<file path="config.mk">
export PLATFORM = sky130hd
export DESIGN_NAME = tmr_interval_timer
export DESIGN_NICKNAME = d
export VERILOG_FILES = /design/src/rtl/tmr_pkg.sv /design/src/rtl/tmr_prescaler.sv /design/src/rtl/tmr_downcount.sv /design/src/rtl/tmr_irq_flag.sv /design/src/rtl/tmr_interval_timer.sv
export SDC_FILE = /design/constraint.sdc
export NUM_CORES = 1
export LEC_CHECK = 0
export ABC_CLOCK_PERIOD_IN_PS = 31700
export BUFFER_PORTS_ARGS = -buffer_cell sky130_fd_sc_hd__buf_2
export CORE_ASPECT_RATIO = 0.5
export CORE_MARGIN = 10
export CORE_UTILIZATION = 42
export CTS_CLUSTER_SIZE = 25
export DETAILED_ROUTE_END_ITERATION = 10
export GPL_TIMING_DRIVEN = 0
export PLACE_DENSITY = 0.68
export SKIP_CTS_REPAIR_TIMING = 1
export SYNTH_ARGS = -nofsm -noshare
export SYNTH_HDL_FRONTEND = slang
export SYNTH_SLANG_ARGS = --single-unit
</file>
<file path="constraint.sdc">
create_clock -name clk -period 31.7 [get_ports clk]
set_input_delay 1.585 -clock clk [delete_from_list [all_inputs] [get_ports clk]]
set_output_delay 1.585 -clock clk [all_outputs]
set_load 0.05 [all_outputs]
</file>
<file path="src/rtl/tmr_pkg.sv">
package tmr_pkg;
  // slow mode scales each step by 1 << TMR_SLOW_SHIFT
  localparam int unsigned TMR_SLOW_SHIFT = 2;
  localparam int unsigned TMR_SLOW_MULT  = 1 << TMR_SLOW_SHIFT;

  typedef enum logic [1:0] {
    TMR_IDLE  = 2'd0,
    TMR_START = 2'd1,
    TMR_RUN   = 2'd2
  } tmr_phase_e;
endpackage

</file>
<file path="src/rtl/tmr_prescaler.sv">
module tmr_prescaler #(
  parameter int unsigned PRESCALE = 1024,
  parameter int unsigned STEP_W   = 12,
  parameter int unsigned DEC_W    = 5
) (
  input  logic              clk,
  input  logic              rst_n,
  input  logic              clr,
  input  logic              adv,
  input  logic [STEP_W-1:0] step_ticks,
  input  logic              low_speed,
  output logic [DEC_W-1:0]  dec_cnt
);
  localparam int unsigned PRE_W = $clog2(PRESCALE);
  localparam int unsigned SUM_W = PRE_W + STEP_W + tmr_pkg::TMR_SLOW_SHIFT + 1;

  logic [PRE_W-1:0] acc_q;
  logic [SUM_W-1:0] scaled;
  logic [SUM_W-1:0] total;

  function automatic logic [SUM_W-1:0] scale_step(input logic [STEP_W-1:0] t,
                                                   input logic slow);
    logic [SUM_W-1:0] w;
    w = SUM_W'(t);
    return slow ? (w << tmr_pkg::TMR_SLOW_SHIFT) : w;
  endfunction

  always_comb begin
    scaled  = scale_step(step_ticks, low_speed);
    total   = SUM_W'(acc_q) + scaled;
    dec_cnt = adv ? DEC_W'(total >> PRE_W) : '0;
  end

  always_ff @(posedge clk) begin
    if (!rst_n || clr) acc_q <= '0;
    else if (adv)      acc_q <= total[PRE_W-1:0];
  end
endmodule

</file>
<file path="src/rtl/tmr_downcount.sv">
module tmr_downcount #(
  parameter int unsigned CNT_W   = 8,
  parameter int unsigned DEC_W   = 5,
  parameter int unsigned MAX_DEC = 16
) (
  input  logic             clk,
  input  logic             rst_n,
  input  logic             load,
  input  logic             reload_we,
  input  logic [CNT_W-1:0] reload_data,
  input  logic [DEC_W-1:0] dec_cnt,
  output logic [CNT_W-1:0] count,
  output logic [CNT_W-1:0] reload_q,
  output logic             underflow
);
  logic [CNT_W:0]   walk_res;
  logic [CNT_W-1:0] count_nxt;

  // apply n decrements one at a time; a pass through zero reloads
  function automatic logic [CNT_W:0] walk(input logic [CNT_W-1:0] start,
                                          input logic [CNT_W-1:0] rel,
                                          input logic [DEC_W-1:0] n);
    logic [CNT_W-1:0] cur;
    logic             uf;
    cur = start;
    uf  = 1'b0;
    for (int i = 0; i < MAX_DEC; i++) begin
      if (DEC_W'(i) < n) begin
        if (cur == '0) begin
          cur = rel;
          uf  = 1'b1;
        end else begin
          cur = cur - 1'b1;
        end
      end
    end
    return {uf, cur};
  endfunction

  always_comb begin
    walk_res  = walk(count, reload_q, dec_cnt);
    count_nxt = walk_res[CNT_W-1:0];
    underflow = walk_res[CNT_W];
  end

  always_ff @(posedge clk) begin
    if (!rst_n) begin
      reload_q <= '0;
      count    <= '0;
    end else begin
      if (reload_we) reload_q <= reload_data;
      if (load)      count    <= reload_q;
      else           count    <= count_nxt;
    end
  end
endmodule

</file>
<file path="src/rtl/tmr_irq_flag.sv">
module tmr_irq_flag (
  input  logic clk,
  input  logic rst_n,
  input  logic set,
  input  logic ack,
  output logic irq
);
  always_ff @(posedge clk) begin
    if (!rst_n)   irq <= 1'b0;
    else if (set) irq <= 1'b1;
    else if (ack) irq <= 1'b0;
  end
endmodule

</file>
<file path="src/rtl/tmr_interval_timer.sv">
module tmr_interval_timer #(
  parameter int unsigned CNT_W    = 8,
  parameter int unsigned STEP_W   = 12,
  parameter int unsigned PRESCALE = 1024
) (
  input  logic              clk,
  input  logic              rst_n,
  input  logic              enable,
  input  logic              step_valid,
  input  logic [STEP_W-1:0] step_ticks,
  input  logic              low_speed,
  input  logic              reload_we,
  input  logic [CNT_W-1:0]  reload_data,
  input  logic              irq_ack,
  output logic [CNT_W-1:0]  count,
  output logic              irq
);
  localparam int unsigned MAX_DEC =
    (((1 << STEP_W) - 1) * tmr_pkg::TMR_SLOW_MULT + PRESCALE - 1) / PRESCALE;
  localparam int unsigned DEC_W = $clog2(MAX_DEC + 1);

  tmr_pkg::tmr_phase_e phase;
  logic             enable_q;
  logic             en_rise;
  logic             adv;
  logic [DEC_W-1:0] dec_cnt;
  logic [CNT_W-1:0] reload_q;
  logic             underflow;

  always_ff @(posedge clk) begin
    if (!rst_n) enable_q <= 1'b0;
    else        enable_q <= enable;
  end

  always_comb begin
    en_rise = enable & ~enable_q;
    adv     = enable & enable_q & step_valid;
    if (en_rise)     phase = tmr_pkg::TMR_START;
    else if (enable) phase = tmr_pkg::TMR_RUN;
    else             phase = tmr_pkg::TMR_IDLE;
  end

  tmr_prescaler #(.PRESCALE(PRESCALE), .STEP_W(STEP_W), .DEC_W(DEC_W)) u_pre (
    .clk       (clk),
    .rst_n     (rst_n),
    .clr       (phase == tmr_pkg::TMR_START),
    .adv       (adv),
    .step_ticks(step_ticks),
    .low_speed (low_speed),
    .dec_cnt   (dec_cnt)
  );

  tmr_downcount #(.CNT_W(CNT_W), .DEC_W(DEC_W), .MAX_DEC(MAX_DEC)) u_cnt (
    .clk        (clk),
    .rst_n      (rst_n),
    .load       (en_rise),
    .reload_we  (reload_we),
    .reload_data(reload_data),
    .dec_cnt    (dec_cnt),
    .count      (count),
    .reload_q   (reload_q),
    .underflow  (underflow)
  );

  tmr_irq_flag u_irq (
    .clk  (clk),
    .rst_n(rst_n),
    .set  (underflow),
    .ack  (irq_ack),
    .irq  (irq)
  );
endmodule

</file>
==> metrics.md <==
| Metric | Value |
|---|---|
| Cell Area, Synth | 0.00979 mm² |
| Adder-Cell Fraction of Synth Area | 0.0557 |
| FFs w/ async S/R, synth | 0 |
| Core Footprint | 0.0229 mm² |
| Via density | 6.87 |
| Top-count cell post-synth | nand2_1 |
| Multi-input gate area | 0.00870 mm² |
| Max Root-Sink Buffers | 2 |
| Crit-path max FO | 10 |
| Min-Delay Path Class | flop to flop |
| Status | complete, no violations |
| All-Layer GR Usage | 0.222 |
| Total wire length | 35900 µm |
| Crit Path Category | input pin to flop |
| CP most frequent cell | ha_1 |
| Die footprint | 0.0302 mm² |
| Synth area leaders | nand2_1, dfxtp_1, ha_1 |
| Post-DP HPWL | 28200 µm |
| Initial Util | 0.428 |
| Nets | 1501 |
| Initial drt markers | 1508 |
| VDD IR-drop max | 0.0400 mV |
| Sequential area share after synthesis | 0.0572 |
| Fin crit share | 0.912 |
| Area leader, netlist | nand2_1 |
| Post-route setup TNS | 0 ps |
| Residual DRC | 0 |
| Pins Over Slew Limit | 0 |
| Final Wtd Congestion | 0.970 |
| Post-Synthesis Net Count | 1464 |
| I/O pin total | 36 |
| Largest family of logic cells by synthesized area | compound AO/OA/AOI/OAI gates |
| Avg Inst Size Synth | 7.02 µm² |
| Routed via count | 11.9k |
| TritonCTS clock tree | yes |
| P&R area growth vs syn | 6.63% |
| CTS HTree Levels | 1 |
| Port bufs | 32 |
| Yosys cell types | 129 |
| # diodes | 0 |
| Worst endpoint required time | 31890 ps |
| Clk Latency, worst-skew pair | 270 ps |
| Rows | 39 |
| Clock Sink Count | 28 |
| CTS clk-pin slew, worst paths | 70 ps |
| Post-route minimum period | 28910 ps |
| Pwr dens | 109 mW/mm² |
| Max cap viols | 0 |
| Peak per-stage delay on the critical path | 570 ps |
| Static Leakage | 4.01 nW |
| YS warnings | 0 |
| Worst Setup End Kind | flop |
| Top cells by count, synth | nand2_1, nor2_1, a21oi_1 |
| Clk_skew | 2.35 ps |
| Wire length per cell | 20.7 µm |
| Slowest CP cell | nor4_1 |
| Vias in the first global route | 10.9k |
| Total gr overflow | 0 |
| Hold slack | 464 ps |
| CTS buffer count | 3 |
| Synth Area in XOR/XNOR | 0.0188 |
| Initial antenna violation count | 0 |
| Largest net degree at the start of global routing | 17 |
| Die width | 236 µm |
| Yosys reg bits | 28 |
| Root buffer selected by CTS | clkbuf_16 |
| Simple-gate portion of the synthesized area | 0.353 |
| Post-synthesis compound-gate area fraction | 0.403 |
| Die Ht | 128 µm |
| Share of layout cells above drive strength 1 | 0.134 |
| First-pass GRT wire length | 57200 µm |
| Synth Flop Type | dfxtp_1 |
| Final hold viol count | 0 |
| Max Fclk | 34.6 MHz |
| CP arrival | 29100 ps |
| Multiplexer area fraction after synthesis | 0.0579 |
| Slew @ Worst Pin | 1380 ps |
| Fill count | 2312 |
| Pre-antenna DRT Iters | 8 |
| Yosys top cell area share | 0.0602 |
| Startpoint types | input pin |
| Slew HR | 0.0709 |
| EDFF count, synth | 0 |
| RSZ-0062 raised after global routing | false |
| Reg area | 561 µm² |
| Cells after synthesis | 1394 |
| Number of setup violations in the final report | 0 |
| ANT nets after route | 0 |
[cells in the final DEF (no fill, tap or decap), drive strengths merged, types with 9 or more instances in the layout]
master and n:
a311o 9, nor3b 9, and2 23, a21o 17
dfxtp 28, nor2b 10, o211ai 31, and3 32
nor4b 9, o211a 13, o31ai 16, ha 42
or2 10, buf 63, mux2 21, a211oi 26
or4 10, a211o 13, a31oi 35, o21a 16
clkbuf 45, a31o 12, or3 22, o31a 10
nand4 37, a21oi 97, xnor2 16, nand2 160
nand3 67, and4 14, nor4 27, o311ai 9
o21ai 57, nand2b 15, mux2i 31, nor3 55
inv 46, nor2 118
[cells by family after synthesis]
family                     after synthesis
DFF                                     28
buffers and inverters                  120
adders and majority gates               43
muxes                                   52
xor gates and xnor gates                21
and+or+nand+nor                        633
AOI/OAI and AO/OA                      497
[metal layers]
layer,up-vias,GRT usage,share of wire
li1,5568,-,-
met1,5697,0.298,0.44
met3,84,0.0336,0.093
met4,0,0.0660,0.027
met5,-,0,0
met2,587,0.358,0.44
[worst paths after layout]
check / from / to / slack, ps / cells after the start
setup / recovery: low_speed / u_cnt.count[7] / 2790 / 114
hold / removal: u_pre.acc_q[0] / u_pre.acc_q[0] / 460 / 2
setup reg to reg: u_pre.acc_q[0] / u_cnt.count[7] / 4530 / 113
hold reg to reg: u_pre.acc_q[0] / u_pre.acc_q[0] / 460 / 2
[sequential cells by signal (all words and copies together) (netlist names)]
name,flops
enable_q,1
u_cnt.count,8
u_irq.irq,1
u_pre.acc_q,10
u_cnt.reload_q,8
[where the power goes]
part	total [mW]	internal [mW]	switching, mW	leakage [nW]
registers	0.0435	0.0385	0.00501	0.229
clock network	0.0383	0.0252	0.0132	0.0511
logic	1.06	0.377	0.679	3.73
[critical path: cells and delay by family]
kind                       cells  cell delay, ps
and+or+nand+nor               38            9040
adders and majority gates     14            3640
muxes                          3            1020
AOI/OAI and AO/OA             34            9590
buffers and inverters         25            4150
[stage by stage]
stage                     utilization  instances  total power [mW]  instance area, µm²  setup slack, ps
after floorplan                     -       1394             0.856                9790             8020
after global placement          0.452       1733              1.04               10300             3830
after detailed placement        0.452       1733              1.06               10300             3390
after CTS                       0.456       1737              1.11               10400             3530
after global routing            0.456       1737              1.23               10400              898
final                           0.456       1737              1.14               10400             2790
[cell type report]
cell class              instances  area share
plain buffers                  73      0.0340
clock buffers                   3     0.00719
clock inverters                 1     0.00288
inverters                      47      0.0169
multi-input cells            1246       0.833
flip-flops and latches         28      0.0537
well taps                     307      0.0368
repair buffers                 32      0.0153
Power figures use the tool's default switching activity.
